<file path="src/rtl/fb_regs_pkg.sv">
package fb_regs_pkg;
  typedef enum logic [2:0] {
    SEL_RPTR  = 3'd0,
    SEL_WPTR  = 3'd1,
    SEL_PIX   = 3'd2,
    SEL_SLOT  = 3'd3,
    SEL_COLOR = 3'd4,
    SEL_STAT  = 3'd5,
    SEL_NONE  = 3'd7
  } reg_sel_e;

  localparam int unsigned NUM_REGS = 6;
  localparam logic [3:0] MODE_CODE = 4'd1;
endpackage

</file>
<file path="src/rtl/fb_addr_latch.sv">
module fb_addr_latch #(
  parameter int unsigned W = 14
) (
  input  logic         clk_i,
  input  logic         rst_ni,
  input  logic         load_i,
  input  logic [W-1:0] load_val_i,
  input  logic         inc_i,
  output logic [W-1:0] q_o
);
  logic [W-1:0] q;

  always_ff @(posedge clk_i or negedge rst_ni) begin
    if (!rst_ni)      q <= '0;
    else if (load_i)  q <= load_val_i;
    else if (inc_i)   q <= q + W'(1);
  end

  assign q_o = q;
endmodule

</file>
<file path="src/rtl/fb_pal_port.sv">
module fb_pal_port #(
  parameter int unsigned DW    = 32,
  parameter int unsigned IDX_W = 4,
  parameter int unsigned RGB_W = 12
) (
  input  logic             clk_i,
  input  logic             rst_ni,
  input  logic             slot_we_i,
  input  logic             color_we_i,
  input  logic [DW-1:0]    wdata_i,
  output logic             pal_we_o,
  output logic [IDX_W-1:0] pal_idx_o,
  output logic [RGB_W-1:0] pal_rgb_o
);
  logic [IDX_W-1:0] slot_q;
  logic             we_q;
  logic [IDX_W-1:0] idx_q;
  logic [RGB_W-1:0] rgb_q;

  always_ff @(posedge clk_i or negedge rst_ni) begin
    if (!rst_ni) begin
      slot_q <= '0;
      we_q   <= 1'b0;
      idx_q  <= '0;
      rgb_q  <= '0;
    end else begin
      if (slot_we_i) slot_q <= wdata_i[IDX_W-1:0];
      we_q <= color_we_i;
      if (color_we_i) begin
        idx_q <= slot_q;
        rgb_q <= wdata_i[RGB_W-1:0];
      end
    end
  end

  assign pal_we_o  = we_q;
  assign pal_idx_o = idx_q;
  assign pal_rgb_o = rgb_q;

  assert_pulse_R5: assert property (@(posedge clk_i) disable iff (!rst_ni)
    pal_we_o && !$past(color_we_i) |-> 1'b0);
endmodule

</file>
<file path="src/rtl/fb_host_regs.sv">
module fb_host_regs
  import fb_regs_pkg::*;
#(
  parameter int unsigned    BUS_AW = 16,
  parameter logic [15:0]    BASE   = 16'h0900,
  parameter int unsigned    DW     = 32,
  parameter int unsigned    MEM_AW = 14,
  parameter int unsigned    IDX_W  = 4,
  parameter int unsigned    RGB_W  = 12
) (
  input  logic              clk_i,
  input  logic              rst_ni,
  input  logic [BUS_AW-1:0] bus_addr_i,
  input  logic              bus_we_i,
  input  logic              bus_re_i,
  input  logic [DW-1:0]     bus_wdata_i,
  output logic [DW-1:0]     bus_rdata_o,
  input  logic              vblank_i,
  output logic [MEM_AW-1:0] mem_addr_o,
  output logic              mem_re_o,
  output logic              mem_we_o,
  output logic [DW-1:0]     mem_wdata_o,
  input  logic [DW-1:0]     mem_rdata_i,
  output logic              pal_we_o,
  output logic [IDX_W-1:0]  pal_idx_o,
  output logic [RGB_W-1:0]  pal_rgb_o
);
  localparam logic [BUS_AW-1:0] BASE_A = BUS_AW'(BASE);
  localparam int unsigned       PAD_W  = DW - MEM_AW;
  localparam int unsigned       MID_W  = DW - 5;

  reg_sel_e          sel;
  logic [BUS_AW-1:0] offs;
  logic              pix_rd, pix_wr;
  logic [MEM_AW-1:0] ptr_q [2];
  reg_sel_e          rsel_q;
  logic [DW-1:0]     rdata_q, rdata_d;

  // register decode
  always_comb begin
    offs = bus_addr_i - BASE_A;
    if (bus_addr_i >= BASE_A && offs < BUS_AW'(NUM_REGS)) sel = reg_sel_e'(offs[2:0]);
    else                                                 sel = SEL_NONE;
  end

  assign pix_rd = bus_re_i && (sel == SEL_PIX);
  assign pix_wr = bus_we_i && (sel == SEL_PIX);

  // index 0: read pointer, index 1: write pointer
  for (genvar g = 0; g < 2; g++) begin : gen_ptr
    fb_addr_latch #(.W(MEM_AW)) u_ptr (
      .clk_i      (clk_i),
      .rst_ni     (rst_ni),
      .load_i     (bus_we_i && (sel == ((g == 0) ? SEL_RPTR : SEL_WPTR))),
      .load_val_i (bus_wdata_i[MEM_AW-1:0]),
      .inc_i      ((g == 0) ? pix_rd : pix_wr),
      .q_o        (ptr_q[g])
    );
  end

  assign mem_re_o    = pix_rd;
  assign mem_we_o    = pix_wr;
  assign mem_addr_o  = pix_wr ? ptr_q[1] : ptr_q[0];
  assign mem_wdata_o = bus_wdata_i;

  fb_pal_port #(.DW(DW), .IDX_W(IDX_W), .RGB_W(RGB_W)) u_pal (
    .clk_i      (clk_i),
    .rst_ni     (rst_ni),
    .slot_we_i  (bus_we_i && (sel == SEL_SLOT)),
    .color_we_i (bus_we_i && (sel == SEL_COLOR)),
    .wdata_i    (bus_wdata_i),
    .pal_we_o   (pal_we_o),
    .pal_idx_o  (pal_idx_o),
    .pal_rgb_o  (pal_rgb_o)
  );

  // read path: registers captured at the strobe, pixel data passed from memory
  always_comb begin
    unique case (sel)
      SEL_RPTR: rdata_d = {{PAD_W{1'b0}}, ptr_q[0]};
      SEL_WPTR: rdata_d = {{PAD_W{1'b0}}, ptr_q[1]};
      SEL_STAT: rdata_d = {MODE_CODE, {MID_W{1'b0}}, vblank_i};
      default:  rdata_d = '0;
    endcase
  end

  always_ff @(posedge clk_i or negedge rst_ni) begin
    if (!rst_ni) begin
      rsel_q  <= SEL_NONE;
      rdata_q <= '0;
    end else begin
      rsel_q  <= bus_re_i ? sel : SEL_NONE;
      rdata_q <= bus_re_i ? rdata_d : '0;
    end
  end

  assign bus_rdata_o = (rsel_q == SEL_PIX) ? mem_rdata_i : rdata_q;

  assert_rd_inc_R2: assert property (@(posedge clk_i) disable iff (!rst_ni)
    pix_rd |=> ptr_q[0] == $past(ptr_q[0]) + MEM_AW'(1));
  assert_wr_inc_R3: assert property (@(posedge clk_i) disable iff (!rst_ni)
    pix_wr |=> ptr_q[1] == $past(ptr_q[1]) + MEM_AW'(1));
  assert_mem_excl_R8: assert property (@(posedge clk_i) disable iff (!rst_ni)
    !(mem_re_o && mem_we_o));
  assert_pal_wr_R5: assert property (@(posedge clk_i) disable iff (!rst_ni)
    (bus_we_i && sel == SEL_COLOR) |=> pal_we_o && pal_rgb_o == $past(bus_wdata_i[RGB_W-1:0]));
  assert_stat_ro_R7: assert property (@(posedge clk_i) disable iff (!rst_ni)
    (bus_we_i && sel == SEL_STAT) |=> !pal_we_o && $stable(ptr_q[0]) && $stable(ptr_q[1]));
  assert_wo_zero_R6: assert property (@(posedge clk_i) disable iff (!rst_ni)
    (bus_re_i && (sel == SEL_SLOT || sel == SEL_COLOR)) |=> bus_rdata_o == '0);
endmodule

</file>
<file path="config.mk">
export PLATFORM = sky130hd
export DESIGN_NAME = fb_host_regs
export DESIGN_NICKNAME = d
export VERILOG_FILES = /design/src/rtl/fb_regs_pkg.sv /design/src/rtl/fb_addr_latch.sv /design/src/rtl/fb_pal_port.sv /design/src/rtl/fb_host_regs.sv
export SDC_FILE = /design/constraint.sdc
export NUM_CORES = 1
export LEC_CHECK = 0
export CAP_MARGIN = 20
export CELL_PAD_IN_SITES_DETAIL_PLACEMENT = 1
export CELL_PAD_IN_SITES_GLOBAL_PLACEMENT = 1
export CORE_MARGIN = 2
export CORE_UTILIZATION = 33
export DETAILED_ROUTE_END_ITERATION = 10
export PLACE_DENSITY_LB_ADDON = 0.1
export SYNTH_ARGS = -nofsm -noshare
export SYNTH_HDL_FRONTEND = slang
export SYNTH_SLANG_ARGS = --single-unit
</file>
<file path="constraint.sdc">
create_clock -name clk_i -period 3.8 [get_ports clk_i]
set_clock_uncertainty 0.1 [all_clocks]
set_input_delay 0.76 -clock clk_i [delete_from_list [all_inputs] [get_ports clk_i]]
set_output_delay 0.76 -clock clk_i [all_outputs]
set_load 0.02 [all_outputs]
</file>
Word level (Yosys, flattened, before mapping):

Index checks and enable logic that the tools add are counted.

* register bits: 84
* bits of input ports: 85
* output and inout bits: 97
* word-level logic and storage cells: 39

* add/sub/neg operators: 3
* order comparisons: 2
* equal/unequal tests: 6
* multiplexer cells: 10
* reductions and logical operators: 10

Operators by type and width (number)
* $pmux W29 S3: 1
* $mux W14: 5
* $mux W32: 2
* $add A14 B1 Y14 const B: 2
* $ge A16 B12 Y1 const B: 1
* $lt A16 B3 Y1 const B: 1
* $sub A16 B12 Y16 const B: 1
* $eq A3 B2 Y1 const B: 3
* $logic_and A1 B1 Y1: 7
* $eq A3 B3 Y1 const B: 2
* $mux W3: 2
* $reduce_bool A2 Y1: 2
* $eq A3 B1 Y1 const B: 1
* $logic_not A3 Y1: 1

Depth between registers and ports, before layout:

Gate-level depths: netlist of the first run.

* depth after elaboration: 8
* gate-level depth with buffers: 7
* mapped depth without buffers: 6

By module:

A second synthesis of the first run with hierarchy kept.

* cells, all modules: 368
* area total of the unflattened synthesis: 4051.4 µm²

Modules (own cells, without submodules)
* fb_host_regs: instances 1, cells each 157, area an instance 1642.8 µm², sequential area each 454.2 µm²
* fb_addr_latch (gen_ptr[0].u_ptr): instances 1, cells each 88, area an instance 843.3 µm², sequential area each 350.3 µm²
* fb_pal_port: instances 1, cells each 43, area an instance 819.5 µm², sequential area each 525.5 µm²
* fb_addr_latch (gen_ptr[1].u_ptr): instances 1, cells each 80, area an instance 745.7 µm², sequential area each 350.3 µm²

Worst setup path before layout of the first run:

No wires, ideal clock.

* kind: input to output
* from: in bus_addr_i[2]
* to: out mem_addr_o[10]
* arrival time: 2187 ps
* data required time: 2940 ps
* slack: 753 ps
* stages: 5
* path buffers: 1
* cells stage by stage: nor2_1 -> nand3_1 -> nor2_2 -> clkbuf_1 -> o21ai_0

* longest elaborated chain between the ends: 7
* elaborated cells between the ends (all ways): 8
* those cells by class: 1 x add/sub; 2 x order compare; 1 x eq/ne; 2 x mux; 2 x reduce/logical

RTL lines
* from (decl): RTL line fb_host_regs.sv:13 `input logic [BUS_AW-1:0] bus_addr_i,`
* $sub A16 B12 Y16: RTL line fb_host_regs.sv:41 `offs = bus_addr_i - BASE_A;`
* $lt A16 B3 Y1: RTL line fb_host_regs.sv:42 `if (bus_addr_i >= BASE_A && offs < BUS_AW'(NUM_REGS)) sel = reg_sel_e'(offs[2:0]);`
* $logic_and A1 B1 Y1: RTL line fb_host_regs.sv:42
* $mux W3 *: RTL line fb_host_regs.sv:42
* $eq A3 B2 Y1 *: RTL line fb_host_regs.sv:47 `assign pix_wr = bus_we_i && (sel == SEL_PIX);`
* $logic_and A1 B1 Y1 *: RTL line fb_host_regs.sv:47
* net mem_we_o: RTL line fb_host_regs.sv:21 `output logic mem_we_o,`
* $mux W14 *: RTL line fb_host_regs.sv:63 `assign mem_addr_o = pix_wr ? ptr_q[1] : ptr_q[0];`
* to (decl): RTL line fb_host_regs.sv:19 `output logic [MEM_AW-1:0] mem_addr_o,`

Mark *: on every way through the listed nets, which the timed path passes. The rest lies on a longest branch.

Worst setup path in the final report of the first run:

* from: in bus_addr_i[5]
* to: out mem_addr_o[13]

* longest elaborated chain between the ends: 7
* elaborated cells between the ends (all ways): 8
* those cells by class: 1 x add/sub; 2 x order compare; 1 x eq/ne; 2 x mux; 2 x reduce/logical

RTL lines (RTL line)
* $sub A16 B12 Y16: fb_host_regs.sv:41
* $lt A16 B3 Y1: fb_host_regs.sv:42
* $logic_and A1 B1 Y1 *: fb_host_regs.sv:42
* $mux W3 *: fb_host_regs.sv:42
* $eq A3 B2 Y1 *: fb_host_regs.sv:47
* $logic_and A1 B1 Y1 *: fb_host_regs.sv:47
* $mux W14 *: fb_host_regs.sv:63

Mark *: on every way between the ends. The rest lies on a longest branch, timed or not.

==> reports/metrics.yaml, run 1 <==
clocking:
  clk_pin_slew_ns: 0.06
  cts_tree: "built"
  h-tree-depth: 3
  clk_latency_ns: 0.34
  numCtsBuffers: 9
  clkSinkCount: 67
  cts-resized-gates: 11
  hold_buffers: 0
  postCtsSetupBuffers: 0
  root_buffer: "clkbuf_16"
  clockBufferDepth: 2
detailed_routing:
  ant_nets: 0
  firstDrtPassIters: 4
  routed_wl_um: 13400
  drt_iter0_drc: 168
  routedWlPerCell_um: 18.6
  drc: 0
  vias: 3783
  avgViaCountPerCell: 5.26
timing:
  hold_viol: 0
  setup_viol: 0
  rsz0062_at_grt: "false"
  period_minus_slack_ns: 3.63
  fin_tns_setup_ns: 0
  fmax_mhz: 276
  finalCritPeriodShare_pct: 95.5
  slew_viol_final: 0
  relSlewSlack_pct: 39.4
  worst_pin_slew_ns: 0.902
  fin_ws_ns: 0.172
placed_design:
  port_buffers: 145
  dp_cells: 703
  dp_hpwl_um: 10100
  gp_congestion: 0.816
  dpl_worst_slack_ns: -0.0630
synth:
  synth_cells: 426
  ys_ff_latch: 67
  ys_seq_area_share_pct: 40.7
  synthTopCellsByArea: "dfrtp_1, mux2_2, buf_4"
  ys.flop_type: "dfrtp_1"
  synth_top_area_share_pct: 38.8
  ys_types: 53
  async_reset_ff_share_pct: 100
  ys_top_cells_by_count: "dfrtp_1, nand2_1, mux2_2"
  synth_most_common_cell: "dfrtp_1"
  synth_area_leader_cell: "dfrtp_1"
  synth_edf_count: 0
  avgSynthCellArea_um2: 9.68
  synth.net_count: 513
  mappedNetlistArea_um2: 4120
  ys_warn_count: 0
setup_path:
  r2r-start: "gen_ptr[0].u_ptr.q_o[0]"
  path_max_fanout: 27
  crit_path_start: "bus_addr_i[5]"
  path_delay_family: "buffers and inverters"
  crit_path_max_incr_delay_ns: 0.44
  rr_endpoint: "gen_ptr[0].u_ptr.q_o[12]"
  critPathArrivalTime_ns: 2.77
  cp_slowest_cell: "clkdlybuf4s50_1"
  cp_data_required_time_ns: 2.94
  crit_end: "mem_addr_o[13]"
  crit_buf_inv: 3
  startpoint_type: "input port"
  crit_type: "input port to output pin"
  r2r_slack_ns: 1.64
  cp.depth: 7
  crit_chain: "clkdlybuf4s50_1, nor4b_4, nand4_1, nor2_2, buf_12, mux2_2, dlygate4sd2_1"
  r2r_cells: 6
  cp-end-kind: "output pin"
pwr:
  ir_drop_mv: 0.179
  p_leak_nw: 2.58
  power_density_nw_per_um2: 296
layout:
  fin_nets: 633
  diodes: 0
  drive_gt1_share_pct: 17.8
  fill_cells: 1375
  area_growth_syn_to_layout_pct: 43.3
  stdcell_count: 719
floorplanning:
  pin_count: 182
  die-area_um2: 13400
  die_h_um: 116
  core_um2: 12100
  die_w_um: 116
  start_util_pct: 34.0
  rows: 40
global_routing:
  grt_overflow_total: 0
  grt_pass1_wl_um: 20900
  grt_pass1_vias: 3909
  track_usage_pct: 20.5
  antenna_found_initial: 0
  grt_max_degree: 45
hold_path:
  min_path_type: "input port to asynchronous set/reset pin"
run:
  drv_cap: 0
outcome:
  status: "completed"
## worst min path at each step
stage / start / slack [ns] / to
after CTS: rst_ni / 0.31 / u_pal.pal_rgb_o[8]
after floorplan: rst_ni / 0.36 / gen_ptr[0].u_ptr.q_o[0]
after global placement: u_pal.slot_q[2] / 0.39 / u_pal.slot_q[2]
after detailed placement: u_pal.slot_q[1] / 0.39 / u_pal.slot_q[1]
after global routing: rst_ni / 0.33 / u_pal.pal_rgb_o[8]
final: rst_ni / 0.29 / u_pal.pal_rgb_o[8]
## power by group
group	switching (mW)	internal (mW)	leakage, nW
logic	0.0738	0.0881	1.52
registers	0.000273	0.714	0.921
clock network	0.330	0.545	0.144
## cell families after synthesis
logic type	Yosys count	share of synthesized area, %
simple gates	163	21.7
compound gates	71	12.2
flops	67	40.7
buf+inv	64	9.13
mux	58	15.4
fa+ha+maj	2	0.607
xor+xnor	1	0.212
## through the flow
| stage | cell area, um^2 | util, % | total power [mW] | hold slack [ns] |
|---|---|---|---|---|
| 2_1_floorplan | 4120 | - | 0.804 | 0.364 |
| 3_3_place_gp | 5600 | 46.2 | 0.889 | 0.386 |
| 3_5_place_dp | 5600 | 46.2 | 0.890 | 0.394 |
| 4_1_cts | 5900 | 48.7 | 1.76 | 0.309 |
| 5_1_grt | 5910 | 48.8 | 1.81 | 0.330 |
| 6_report | 5910 | 48.8 | 1.75 | 0.288 |
## state kept, by name (all words and copies together), names as in the netlist
signal	count
u_pal.pal_we_o	1
rdata_q	15
u_pal.pal_rgb_o	12
rsel_q	3
u_pal.slot_q	4
u_pal.pal_idx_o	4
gen_ptr.u_ptr.q_o	28
## placed cells by master (no fill, tap or decap), types with 3 or more instances in the layout
cell / n
nor3_1: 15
nand3_1: 11
o2111ai_1: 3
nand2_1: 47
a32oi_1: 7
dlygate4sd2_1: 11
and3_1: 3
clkinvlp_4: 3
nand3b_1: 4
nand4_1: 6
and2_1: 18
inv_1: 9
clkbuf_16: 9
dlymetal6s2s_1: 4
dfstp_2: 3
a31oi_1: 3
mux2_2: 45
dfrtp_1: 64
buf_4: 18
mux2i_1: 13
o211ai_1: 6
nor4_1: 7
clkdlybuf4s50_1: 129
a311oi_1: 3
o21ai_0: 20
nor2_1: 28
a22oi_1: 9
a221o_1: 3
o31ai_1: 4
## layer usage
layer	vias up	track usage, %	wire length [um]	part of all wire [%]
li1	1753	-	-	-
met1	1880	26.0	5900	44
met2	131	34.8	6490	49
met3	19	5.02	814	6.1
met4	0	5.71	182	1.4
met5	-	0	0	0
## layout make-up
cell class / instances / area (um^2) / area share (%)
Clock inverter: 5 / 61.3 / 1.04
Inverter: 9 / 33.8 / 0.572
Multi-Input combinational cell: 295 / 2070 / 35.1
Tap cell: 168 / 210 / 3.56
Timing Repair Buffer: 164 / 1600 / 27.0
Sequential cell: 67 / 1680 / 28.4
Clock buffer: 11 / 253 / 4.28
Note: power is estimated with default switching activity, not from simulation.
==> run 2: changes to the inputs <==
--- a/config.mk
+++ b/config.mk
@@ -5,9 +5,9 @@
 export SDC_FILE = /design/constraint.sdc
 export NUM_CORES = 1
 export LEC_CHECK = 0
-export CAP_MARGIN = 20
 export CELL_PAD_IN_SITES_DETAIL_PLACEMENT = 1
 export CELL_PAD_IN_SITES_GLOBAL_PLACEMENT = 1
+export CORE_ASPECT_RATIO = 0.9
 export CORE_MARGIN = 2
 export CORE_UTILIZATION = 33
 export DETAILED_ROUTE_END_ITERATION = 10
==> run 2 against run 1 <==
  * Non-clock buffer count increased by 1
  * Design area did not move
  * Global-route usage up 1.0 points
  * Setup slack better by 0.0010 ns
  * Cell count down 1.1%
  * Hold slack better by 0.089 ns
  * First-iteration DRC count fell by 4.2%
  * Clock power is 3.0% higher
  * Critical path depth unchanged
  * Critical endpoint is now mem_addr_o[1]
==> reports/metrics.yaml, run 2 (synthesized netlist as in run 1, its figures left out) <==
pwr:
  p_leak_nw: 2.60  # +0.59%
  ir_drop_mv: 0.215  # +20%
  power_density_nw_per_um2: 301  # +1.5%
  power_mw: 1.78  # +1.5%
clocking:
  hold_buffers: 0  # unchanged
  clkSinkCount: 67  # unchanged
  root_buffer: "clkbuf_16"
  h-tree-depth: 3  # unchanged
  clk_pin_slew_ns: 0.05  # about the same
  clockBufferDepth: 2  # unchanged
  numCtsBuffers: 9  # unchanged
  cts_tree: "built"
  clk_latency_ns: 0.34  # about the same
floorplanning:
  die_w_um: 122  # +5.2%
  die-area_um2: 13400  # about the same
  pin_count: 182  # unchanged
  die_h_um: 110  # -5.0%
  rows: 38  # -5.0%
  start_util_pct: 34.0  # -0.035 points
  core_um2: 12100  # +0.10%
placed_design:
  dp_hpwl_um: 10100  # -0.13%
  gp_congestion: 0.872  # +6.8%
  dpl_worst_slack_ns: -0.0678  # -0.00478 ns
  dpl-instance-area_um2: 5600  # about the same
  port_buffers: 145  # unchanged
timing:
  rsz0062_at_grt: "false"
  finalCritPeriodShare_pct: 95.4  # about the same
  fmax_mhz: 276  # about the same
  fin_ws_ns: 0.173  # +0.00103 ns
  worst_pin_slew_ns: 1.03  # +0.132 ns
  fin_tns_setup_ns: 0  # unchanged
  slew_viol_final: 0  # unchanged
  period_minus_slack_ns: 3.63  # -0.00103 ns
  hold_viol: 0  # unchanged
  setup_viol: 0  # unchanged
  relSlewSlack_pct: 30.6  # -8.8 points
setup_path:
  cp-end-kind: "output pin"
  r2r-start: "gen_ptr[1].u_ptr.q_o[0]"
  startpoint_type: "input port"
  critPathArrivalTime_ns: 2.77  # about the same
  cp_data_required_time_ns: 2.94  # about the same
  r2r_cells: 6  # unchanged
  crit_type: "input port to output pin"
  path_max_fanout: 27  # unchanged
  rr_endpoint: "gen_ptr[1].u_ptr.q_o[12]"
  r2r_slack_ns: 1.66  # +0.02 ns
layout:
  diodes: 0  # unchanged
  drive_gt1_share_pct: 17.8  # unchanged
  area_growth_syn_to_layout_pct: 43.3  # unchanged
  largest_register_ffs: 28  # unchanged
  fin_nets: 634  # +0.16%
  most-common-layout-cells: "clkdlybuf4s50_1, dfrtp_1, nand2_1"
  layout_commonest_cell: "clkdlybuf4s50_1"
  fill_cells: 1377  # +0.15%
  stdcell_area_um2: 5910  # unchanged
detailed_routing:
  drc: 0  # unchanged
  firstDrtPassIters: 4  # unchanged
  vias: 3754  # -0.77%
  routed_wl_um: 13800  # +2.7%
  drt_iter0_drc: 161  # -4.2%
  ant_nets: 0  # unchanged
  avgViaCountPerCell: 5.28  # +0.35%
  routedWlPerCell_um: 19.3  # +3.9%
global_routing:
  grt_pass1_vias: 3970  # +1.6%
  track_usage_pct: 21.5  # +1.0 points
  grt_max_degree: 33  # -27%
  antenna_found_initial: 0  # unchanged
  grt_overflow_total: 0  # unchanged
  grt_pass1_wl_um: 21800  # +4.2%
run:
  drv_cap: 0  # unchanged
hold_path:
  min_path_type: "input port to asynchronous set/reset pin"
outcome:
  status: "completed"
[run 2: changes by cell type in the layout (fill, tap and decap cells not counted)]
cell,delta
buf_4,+1
clkbuf_8,-1
clkinvlp_4,-2
bufinv_16,+1
clkinv_4,-1
clkinv_2,+2
[run 2: worst max-delay path, cell delays in order]
cell and delay, ns:
clkdlybuf4s50_1 0.46, nor4b_4 0.32, nand4_1 0.17, nor2_2 0.18, buf_12 0.20, mux2_2 0.35, dlygate4sd2_1 0.32
[run 2: cell type report]
cell class | instances | area [um^2] | share of cell area, %
Multi-Input combinational cell | 295 | 2070 | 35.1
Sequential cell | 67 | 1680 | 28.4
Timing Repair Buffer | 165 | 1610 | 27.2
Clock buffer | 10 | 239 | 4.04
Tap cell | 160 | 200 | 3.39
Clock inverter | 5 | 77.6 | 1.31
Inverter | 9 | 33.8 | 0.572
[run 2: repair_timing]
item | in CTS | in global routing
cloned | 0 | 0
gates resized for setup | 11 | 4
endpoints found under the hold margin | 0 | 0
setup endpoints to repair | 11 | 4
setup buffers | 0 | 0
[run 2: where the power goes]
part	switching, mW	internal (mW)	leakage [nW]
clock	0.314	0.586	0.154
sequential	0.000260	0.714	0.921
combinational	0.0746	0.0889	1.52
[run 2: per-layer routing]
layer | up-vias | wire [um] | track usage [%]
met5 | - | 0 | 0
met4 | 0 | 246 | 7.88
met3 | 23 | 925 | 5.66
met2 | 137 | 6420 | 35.0
met1 | 1845 | 6160 | 27.6
li1 | 1749 | - | -
[run 2: worst max-delay path by stage]
| stage | start | to | slack, ns | cells after the start |
|---|---|---|---|---|
| after CTS | bus_addr_i[5] | mem_addr_o[10] | 0.03 | 8 |
| after global routing | bus_addr_i[5] | mem_addr_o[13] | 0.06 | 7 |
| final | bus_addr_i[5] | mem_addr_o[1] | 0.17 | 7 |
| after global placement | bus_addr_i[5] | mem_addr_o[1] | -0.008 | 7 |
| after floorplan | bus_addr_i[2] | mem_addr_o[10] | 0.75 | 5 |
| after detailed placement | bus_addr_i[5] | mem_addr_o[13] | -0.07 | 7 |
[run 2: metrics by stage]
| step | std cells | util, % | hold WS [ns] |
|---|---|---|---|
| final | 711 | 48.7 | 0.377 |
| after global placement | 696 | 46.2 | 0.385 |
| after floorplan | 426 | - | 0.364 |
| after CTS | 711 | 48.6 | 0.401 |
| after global routing | 711 | 48.7 | 0.421 |
| after detailed placement | 696 | 46.2 | 0.392 |
